--- config.mk ---
export PLATFORM = sky130hd
export DESIGN_NAME = twi_cond_detect
export DESIGN_NICKNAME = d
export VERILOG_FILES = /design/src/rtl/twi_cond_detect.sv
export SDC_FILE = /design/constraint.sdc
export NUM_CORES = 1
export LEC_CHECK = 0
export ABC_AREA = 0
export BUFFER_PORTS_ARGS = -buffer_cell sky130_fd_sc_hd__buf_2
export CAP_MARGIN = 20
export CORE_MARGIN = 5
export CORE_UTILIZATION = 51
export DETAILED_ROUTE_END_ITERATION = 6
export GPL_TIMING_DRIVEN = 0
export PLACE_DENSITY = 0.8
export SYNTH_ARGS = -nofsm -noshare
export SYNTH_HDL_FRONTEND = slang
export SYNTH_SLANG_ARGS = --single-unit
--- constraint.sdc ---
create_clock -name clk -period 1.47 [get_ports clk]
set_input_delay 0.147 -clock clk [delete_from_list [all_inputs] [get_ports clk]]
set_output_delay 0.147 -clock clk [all_outputs]
set_load 0.03 [all_outputs]
--- src/rtl/twi_cond_detect.sv ---
module twi_cond_detect #(
  parameter int CLK_PERIOD_PS = 10000,
  parameter bit FAST_GRADE    = 1'b0
) (
  input  logic clk,
  input  logic rst_n,
  input  logic scl_in,
  input  logic sda_in,
  output logic scl_flt,
  output logic sda_flt,
  output logic start_stb,
  output logic stop_stb,
  output logic scl_rise_stb,
  output logic scl_fall_stb,
  output logic skew_stb,
  output logic bus_busy
);


  localparam int SUPP_PS = FAST_GRADE ? 40000 : 50000;
  localparam int RAW_N   = (SUPP_PS + CLK_PERIOD_PS - 1) / CLK_PERIOD_PS;
  localparam int FILT_N  = (RAW_N < 1) ? 1 : RAW_N;
  localparam int CW      = $clog2(FILT_N + 1);

  logic [1:0] raw;
  logic [1:0] synced;
  logic [1:0] flt;
  logic [1:0] flt_d;

  assign raw = {scl_in, sda_in};

  for (genvar g = 0; g < 2; g++) begin : g_line
    logic meta, sync_q, lvl;
    logic [CW-1:0] cnt;

    always_ff @(posedge clk or negedge rst_n) begin
      if (!rst_n) begin
        meta   <= 1'b1;
        sync_q <= 1'b1;
        lvl    <= 1'b1;
        cnt    <= '0;
      end else begin
        meta   <= raw[g];
        sync_q <= meta;
        if (sync_q == lvl) begin
          cnt <= '0;
        end else if (cnt == CW'(FILT_N - 1)) begin
          lvl <= sync_q;
          cnt <= '0;
        end else begin
          cnt <= cnt + 1'b1;
        end
      end
    end

    assign synced[g] = sync_q;
    assign flt[g]    = lvl;
  end

  always_ff @(posedge clk or negedge rst_n) begin
    if (!rst_n) flt_d <= 2'b11;
    else        flt_d <= flt;
  end

  logic scl_now, scl_was, sda_now, sda_was;
  assign scl_now = flt[1];
  assign scl_was = flt_d[1];
  assign sda_now = flt[0];
  assign sda_was = flt_d[0];

  assign scl_flt      = scl_now;
  assign sda_flt      = sda_now;
  assign start_stb    = scl_now & scl_was & sda_was & ~sda_now;
  assign stop_stb     = scl_now & scl_was & ~sda_was & sda_now;
  assign scl_rise_stb = scl_now & ~scl_was;
  assign scl_fall_stb = ~scl_now & scl_was;
  assign skew_stb     = (scl_now ^ scl_was) & (sda_now ^ sda_was);

  always_ff @(posedge clk or negedge rst_n) begin
    if (!rst_n)         bus_busy <= 1'b0;
    else if (start_stb) bus_busy <= 1'b1;
    else if (stop_stb)  bus_busy <= 1'b0;
  end


  scl_follow_chk: assert property (@(posedge clk) disable iff (!rst_n)
    !$stable(scl_flt) |-> $past(synced[1]) == scl_flt);


  sda_follow_chk: assert property (@(posedge clk) disable iff (!rst_n)
    !$stable(sda_flt) |-> $past(synced[0]) == sda_flt);


  start_lvl_chk: assert property (@(posedge clk) disable iff (!rst_n)
    start_stb |-> (scl_flt && !sda_flt));


  stop_lvl_chk: assert property (@(posedge clk) disable iff (!rst_n)
    stop_stb |-> (scl_flt && sda_flt));


  strobe_excl_chk: assert property (@(posedge clk) disable iff (!rst_n)
    $onehot0({start_stb, stop_stb, scl_rise_stb, scl_fall_stb}));


  skew_nocond_chk: assert property (@(posedge clk) disable iff (!rst_n)
    skew_stb |-> (!start_stb && !stop_stb));


  busy_set_chk: assert property (@(posedge clk) disable iff (!rst_n)
    start_stb |=> bus_busy);


  busy_clr_chk: assert property (@(posedge clk) disable iff (!rst_n)
    stop_stb |=> !bus_busy);

endmodule

Word level (Yosys, flattened, before mapping)
Cells that the tools add are included.
W data, S select, Z words.
- register bits after elaboration: 15
- logic and storage cells: 41
- muxes and demuxes: 6
- reduce and logical (&&, ||, !) cells: 3
- add/subtract/negate cells: 2
- bitwise logic cells: 16
- equal/unequal tests: 4
- operators by type and width (kind ; count):
    $mux W3 ; 4
    $and A1 B1 Y1 ; 8
    $add A3 B1 Y3 const B ; 2
    $eq A3 B3 Y1 const B ; 2
    $not A1 Y1 ; 6
    $reduce_and A2 Y1 ; 2
    $eq A1 B1 Y1 ; 2
    $mux W1 ; 2
    $reduce_bool A2 Y1 ; 1
    $xor A1 B1 Y1 ; 2

Longest topological paths before layout
Gate-level depths: netlist of the first run.
- depth in word-level cells: 5
- gate-level depth with buffers: 4

Worst setup path after synthesis of the first run
OpenSTA, ideal clock, no wires.
- kind: register to output
- from: reg g_line[1].lvl, in the netlist scl_flt
- to: out skew_stb
- path slack: -106 ps
- arrival time: 1429 ps
- path buffers: 0
- cell stages (with the launch flop): 4
- cells stage by stage: dfstp_2 -> inv_1 -> ha_1 -> nor2_1
- cells in the longest elaborated chain, start to end: 2
- ends and longest elaborated chain (element ; line ; RTL):
    start, declared ; 33 ; logic meta, sync_q, lvl;
    start signal, assigned ; 48 ; lvl <= sync_q;
    $xor A1 B1 Y1 ; 77 ; assign skew_stb = (scl_now ^ scl_was) & (sda_now ^ sda_was);
    $and A1 B1 Y1 ; 77 ;
    end, declared ; 15 ; output logic skew_stb,
No other way between the ends.

Final worst setup path of the first run
Ends and elaborated chain as after synthesis.

==> impl_results.md, run 1 <==
* Status: finished with violations
* Failing checks: negative setup slack
* Part of the cycle the worst path needs at 102%
* Die width at 46.0 um
* Setup TNS Final at -0.0807 ns
* Combinational cell fraction of total power at 47.6%
* RSZ-0062 raised after global routing: yes
* Antenna cells at 0
* Global placer's final weighted congestion at 0.719
* Sequential share of the synthesized area at 58.2%
* TritonCTS clock tree: built
* WP data arrival at 1.36 ns
* Largest delay contributor family on the critical path: flip-flops
* Met1 Usage GRT at 15.3%
* Static Leakage at 0.407 nW
* P&R area growth vs syn at 36.3%
* CP max FO at 4
* Initial antenna violation count at 0
* Met3 Use GR at 3.56%
* Flop pwr share at 39.8%
* Max Transition Viols Final at 0
* P_sw at 0.692 mW
* P_int at 1.08 mW
* Max-slew headroom at 77.3%
* Post-synthesis average cell area at 12.7 um^2
* Cell Chain, Critical Path: inv_2 -> ha_4 -> nor2_4 -> buf_6
* Fmax at 665 MHz
* Register bit total from synthesis at 15
* EDFF count, synth at 0
* Multi-input gate area at 298 um^2
* Top Ports at 12
* Detailed-route DRC error count at 0
* CTS root buffer: clkbuf_4
* Yosys top cell by area: dfstp_2
* Final Hold Fails at 0
* PortBufs at 11
* Largest net degree at the start of global routing at 16
* Row Count at 13
* Top_reg_cell synth: dfstp_2
* Post-synth top cells: dfstp_2, dfrtp_1, ha_1, inv_1
* Fill count at 93
* Pre-antenna DRT Iters at 4
* Final min period at 1.50 ns
* Core area at 1270 um^2
* Die area at 2120 um^2
* CP Class: flop to primary output
* Worst skew pair latency at 0.28 ns
* Hold Crit Class: input pin to async pin
* PD cells at 1970 nW/um^2
* WL final at 1130 um
* Critical path required time at 1.32 ns
* DRT antenna net count at 0
* Async S/R FF share, synth at 100%
* Global-route wire length before repair at 1990 um
* Worst Skew at 0.00204 ns
* Clock group share of total power at 12.6%
* Sw frac at 39.0%
* Vias in the first global route at 478
* Most used routing layer: met2
* DR iter-0 viols at 8
* Syn Std Cell Area at 662 um^2
* Pwr Total at 1.78 mW
* Worst path bufs/invs at 2
* Starting Density at 52.2%
* Crit path launch type: flop
* Peak VDD IR at 1.24 mV
* Share of post-route cells with drive strength above 1 at 48.0%
* Final net count at 87
* CTS Buf Count at 3
* Crit-path max cell delay at 0.59 ns
* Top cells by area, synth: dfstp_2, dfrtp_1, ha_1, inv_1, xnor2_1
* Post-Syn Nets at 63
* Worst-path clk slew at 0.08 ns
* Max-Cap Viols at 0
* Die height at 46.0 um
* Congestion Overflow GR at 0
* Netlist cell types at 16
* Crit end category: primary output
* Final setup violation count at 3
* CTS H-tree lvls at 1
* Final Instance Area at 902 um^2
* Slowest cell on the critical path: dfstp_2
* Via count at 436
* WL per Instance at 12.6 um
* Tot GR Track Use at 13.9%
* Final WS setup at -0.0337 ns
* Share of the synthesized area in the top cell type at 31.8%
* Clock Tree Buf Depth at 2
* Synth Instances at 52
* Area after DPL at 741 um^2
* Worst slew pin tran at 0.339 ns
* CTS Sinks at 15
* Met2 GRT Util at 24.5%
* Synth warn at 0
* Top-count cell post-synth: dfstp_2
* Vias per inst at 4.84
* Sequential cell area at 385 um^2
==> final timing paths <==
check	startpoint	to	slack, ns	cells past startpoint
max	scl_flt$_DFFE_PN1P_	skew_stb	-0.03	4
min	rst_n	g_line[0].cnt[1]$_DFF_PN0_	0.29	2
max reg2reg	g_line[0].cnt[0]$_DFF_PN0_	g_line[0].cnt[2]$_DFF_PN0_	0.23	4
min reg2reg	g_line[0].meta$_DFF_PN1_	g_line[0].sync_q$_DFF_PN1_	0.36	0
max in group asynchronous	rst_n	flt_d[1]$_DFF_PN1_	0.89	2
min in group clk	g_line[0].meta$_DFF_PN1_	g_line[0].sync_q$_DFF_PN1_	0.36	0
==> layout by cell type (no fill, tap or decap) <==
master / netlist / layout
nor3b_1: 1 / 1
clkbuf_4: 0 / 3
clkbuf_1: 0 / 1
nor2_4: 0 / 2
buf_6: 0 / 4
mux2_2: 2 / 2
buf_2: 0 / 7
nand2_1: 2 / 2
nor2b_1: 2 / 2
dfrtp_1: 7 / 7
inv_2: 0 / 1
nand2b_4: 0 / 1
or3b_1: 2 / 2
inv_1: 7 / 6
xnor2_1: 3 / 3
dlygate4sd3_1: 0 / 3
buf_4: 0 / 5
nor3b_2: 1 / 1
ha_1: 7 / 5
a21oi_1: 3 / 3
nand2b_1: 3 / 2
o2bb2ai_1: 1 / 1
and3_1: 1 / 1
dfstp_2: 8 / 8
ha_4: 0 / 2
==> worst reg2reg max path, stage by stage (launching register included) <==
cell and delay, ns:
dfrtp_1 0.39, inv_1 0.06, ha_1 0.20, or3b_1 0.37
a21oi_1 0.15
==> flip-flops by register name (all words and copies together) (netlist names) <==
signal and count:
g_line.cnt 6, flt_d 2, g_line.meta 2, g_line.sync_q 2
bus_busy 1, scl_flt 1, sda_flt 1
==> what timing repair did <==
action / 4_1_cts / 5_1_grt
gates resized for setup: 13 / 2
endpoints found under the hold margin: 9 / 0
hold buffers: 3 / 0
cloned: 0 / 0
setup endpoints to repair: 3 / 4
buffers inserted: 4 / 1
pin swaps: 4 / 0
==> cell type report <==
type | count | area share [%]
Clock buffer | 4 | 2.91
Tap cell | 15 | 2.08
Sequential cell | 15 | 42.7
Inverter | 7 | 2.91
Multi-Input combinational cell | 30 | 33.0
Timing Repair Buffer | 19 | 16.4
==> metrics by stage <==
stage | std cells | hold slack (ns) | setup slack (ns) | utilization (%)
after CTS | 89 | 0.284 | -0.0306 | 69.8
after global routing | 90 | 0.311 | -0.0853 | 71.1
after global placement | 78 | 0.0531 | 0.126 | 58.4
after floorplan | 52 | -0.149 | 0.00806 | -
after detailed placement | 78 | 0.0600 | 0.114 | 58.4
final | 90 | 0.290 | -0.0337 | 71.1
==> metal layers <==
metal	vias up	wire, um
li1	212	-
met1	212	434
met2	10	645
met3	2	47
met4	0	6
met5	-	0
==> kinds of logic after synthesis <==
group | after synthesis | share of synthesized area, %
and+or+nand+nor | 14 | 13.6
xor gates and xnor gates | 3 | 3.97
DFF | 15 | 58.2
buffers and inverters | 7 | 3.97
muxes | 2 | 3.40
AOI/OAI and AO/OA | 4 | 3.59
adders and majority gates | 7 | 13.2
==> power by group through the flow <==
stage / clock network, mW / registers (mW) / logic [mW]
3_3_place_gp: 0 / 0.688 / 0.579
4_1_cts: 0.236 / 0.705 / 0.779
6_report: 0.224 / 0.707 / 0.845
2_1_floorplan: 0 / 0.735 / 0.415
5_1_grt: 0.261 / 0.728 / 0.925
3_5_place_dp: 0 / 0.700 / 0.605
No activity file was read; power rests on OpenSTA's default activity.
==> run 2: changes to the inputs <==
--- a/config.mk
+++ b/config.mk
@@ -5,7 +5,7 @@
 export SDC_FILE = /design/constraint.sdc
 export NUM_CORES = 1
 export LEC_CHECK = 0
-export ABC_AREA = 0
+export ABC_AREA = 1
 export BUFFER_PORTS_ARGS = -buffer_cell sky130_fd_sc_hd__buf_2
 export CAP_MARGIN = 20
 export CORE_MARGIN = 5
==> impl_results.md, run 2 <==
* RR Endpoint: bus_busy$_DFFE_PN0P_ (was g_line[0].cnt[2]$_DFF_PN0_)
* Initial antenna violation count at 0 (unchanged)
* Biggest register: g_line.cnt (unchanged)
* Failing checks: negative setup slack (unchanged)
* Register bit total from synthesis at 15 (unchanged)
* CTS root buffer: clkbuf_4 (unchanged)
* Netlist cell types at 14 (was 16)
* R2R depth at 7 (was 4)
* Pwr Total at 1.84 mW (was 1.78 mW)
* Fmax at 644 MHz (was 665 MHz)
* Static Leakage at 0.482 nW (was 0.407 nW)
* PortBufs at 11 (unchanged)
* Sequential share of the synthesized area at 56.8% (was 58.2%)
* Post-synth top cells: inv_1, nand2_1, dfstp_2, dfrtp_1, ha_1 (was dfstp_2, dfrtp_1, ha_1, inv_1)
* CP max FO at 3 (was 4)
* Dpl hpwl at 821 um
* Largest net degree at the start of global routing at 16 (unchanged)
* CTS Sinks at 15 (unchanged)
* Share of post-route cells with drive strength above 1 at 45.8% (was 48.0%)
* Fill count at 82 (was 93)
* Status: finished with violations (unchanged)
* P&R area growth vs syn at 41.1% (was 36.3%)
* Worst-path clk slew at 0.09 ns (was 0.08 ns)
* DRT antenna net count at 0 (unchanged)
* Final net count at 108 (was 87)
* TritonCTS clock tree: built (unchanged)
* Synth warn at 0 (unchanged)
* Reg2reg setup slack at 0.13 ns (was 0.23 ns)
* Worst skew pair latency at 0.28 ns (about the same)
* Syn Std Cell Area at 678 um^2 (was 662 um^2)
* Max-Cap Viols at 0 (unchanged)
* Die area at 2160 um^2 (was 2120 um^2)
* Die width at 46.5 um (was 46.0 um)
* Critical path required time at 1.32 ns (about the same)
* Crit end category: primary output (unchanged)
* Core area at 1280 um^2 (was 1270 um^2)
* Top_reg_cell synth: dfstp_2 (unchanged)
* Row Count at 13 (unchanged)
* Global placer's final weighted congestion at 0.745 (was 0.719)
* Crit path launch type: flop (unchanged)
* Die height at 46.5 um (was 46.0 um)
* DR iter-0 viols at 3 (was 8)
* Top cells by area, synth: dfstp_2, dfrtp_1, ha_1, inv_1, nand2_1 (was dfstp_2, dfrtp_1, ha_1, inv_1, xnor2_1)
* Pre-antenna DRT Iters at 2 (was 4)
* Post-Syn Nets at 81 (was 63)
* Top Ports at 12 (unchanged)
* Hold Crit Class: input pin to async pin (unchanged)
* Async S/R FF share, synth at 100% (unchanged)
* RSZ-0062 raised after global routing: yes (unchanged)
* Detailed-route DRC error count at 0 (unchanged)
* Post-synthesis average cell area at 9.69 um^2 (was 12.7 um^2)
* Max reg flops at 6 (unchanged)
* Final min period at 1.55 ns (was 1.50 ns)
* Reg-to-Reg Start: scl_flt$_DFFE_PN1P_ (was g_line[0].cnt[0]$_DFF_PN0_)
* CTS H-tree lvls at 1 (unchanged)
* Vias per inst at 4.84 (about the same)
* PD cells at 1930 nW/um^2 (was 1970 nW/um^2)
* Yosys top cell by area: dfstp_2 (unchanged)
* Final Hold Fails at 0 (unchanged)
* Congestion Overflow GR at 0 (unchanged)
* Tot GR Track Use at 16.0% (was 13.9%)
* Antenna cells at 0 (unchanged)
* Synth Instances at 70 (was 52)
* Max Transition Viols Final at 0 (unchanged)
* Most frequent cells in the layout: nand2_1, inv_1, dfstp_2 (was dfstp_2, dfrtp_1, buf_2)
* Final WS setup at -0.0837 ns (was -0.0337 ns)
* WL per Instance at 14.4 um (was 12.6 um)
* Worst Skew at 0.00107 ns (was 0.00204 ns)
* Max-slew headroom at 79.1% (was 77.3%)
* Part of the cycle the worst path needs at 106% (was 102%)
* CP Class: flop to primary output (unchanged)
* WL final at 1600 um (was 1130 um)
* Starting Density at 52.8% (was 52.2%)
* Pre-CTS setup slack at 0.0332 ns (was 0.114 ns)
* Leading cell type in the layout, fill and taps excluded: nand2_1 (was dfstp_2)
* Via count at 537 (was 436)
* EDFF count, synth at 0 (unchanged)
* Vias in the first global route at 565 (was 478)
* Clock Tree Buf Depth at 2 (unchanged)
* Global-route wire length before repair at 2350 um (was 1990 um)
* Share of the synthesized area in the top cell type at 31.0% (was 31.8%)
* WP data arrival at 1.41 ns (was 1.36 ns)
* Final setup violation count at 4 (was 3)
* Worst slew pin tran at 0.314 ns (was 0.339 ns)
* CTS Buf Count at 3 (unchanged)
* Peak VDD IR at 1.26 mV (was 1.24 mV)
## run 2: cell types whose count changed after synthesis, sizes merged, moves of 3 or more
cell	delta
xnor2	-3
nand2b	-3
inv	+10
nand2	+16
nand3	+3
nor2	+3
## run 2: cell families (layout without fill, tap and decap cells)
logic type                 after synthesis  after routing  share of synthesized area, %
AOI/OAI and AO/OA                        3              3                          2.21
adders and majority gates                7              7                          12.9
buffers and inverters                   17             43                          9.41
DFF                                     15             15                          56.8
and+or+nand+nor                         28             28                          18.6
## run 2: worst max-delay path, stage by stage (launching register included)
cell and delay (ns):
dfstp_2 0.57, inv_2 0.06, ha_4 0.23, a21oi_4 0.12, buf_6 0.15
## run 2: power breakdown
part	internal (mW)	switching (mW)	leakage (nW)
sequential	0.581	0.131	0.175
clock	0.101	0.135	0.0177
combinational	0.368	0.528	0.290
total	1.05	0.794	0.482
## run 2: repair_timing
| item | in CTS | in global routing |
|---|---|---|
| gates resized for setup | 17 | 2 |
| setup buffers | 6 | 2 |
| endpoints found under the setup margin | 4 | 4 |
| pin swaps | 4 | 1 |
| endpoints found under the hold margin | 9 | 0 |
| hold buffers | 3 | 0 |
## run 2: how the worst max path moves through the flow
stage	startpoint	endpoint	slack, ns	cells past startpoint
floorplan	scl_flt$_DFFE_PN1P_	skew_stb	0.04	3
global placement	scl_flt$_DFFE_PN1P_	skew_stb	0.05	4
detailed placement	scl_flt$_DFFE_PN1P_	skew_stb	0.03	4
CTS	scl_flt$_DFFE_PN1P_	skew_stb	-0.04	4
global route	scl_flt$_DFFE_PN1P_	skew_stb	-0.14	4
finish	scl_flt$_DFFE_PN1P_	skew_stb	-0.08	4
## run 2: cell type report
type,instances,area [um^2],area share [%]
tap,15,18.8,1.96
clock buffer,3,22.5,2.35
inverter,17,63.8,6.67
multi-input combinational,38,288,30.1
sequential,15,385,40.3
clock inverter,1,5.00,0.523
timing repair buffer,22,174,18.2
## run 2: layer usage
layer / track usage [%] / vias to the layer above / share of wire [%]
met3: 2.73 / 6 / 2.6
met5: 0 / - / 0
met2: 29.9 / 12 / 55
li1: - / 256 / -
met1: 16.8 / 263 / 38
met4: 7.39 / 0 / 4.8
## run 2: metrics by stage
stage                     setup TNS (ns)  instances  util (%)  hold WS, ns  area (um^2)
after detailed placement               0         96      59.4       0.0609          763
final                             -0.191        111      74.5        0.283          957
after global routing              -0.413        111      74.5        0.306          957
after CTS                        -0.0858        109      72.3        0.290          930
after global placement                 0         96      59.4       0.0570          763
after floorplan                        0         70         -       -0.149          689
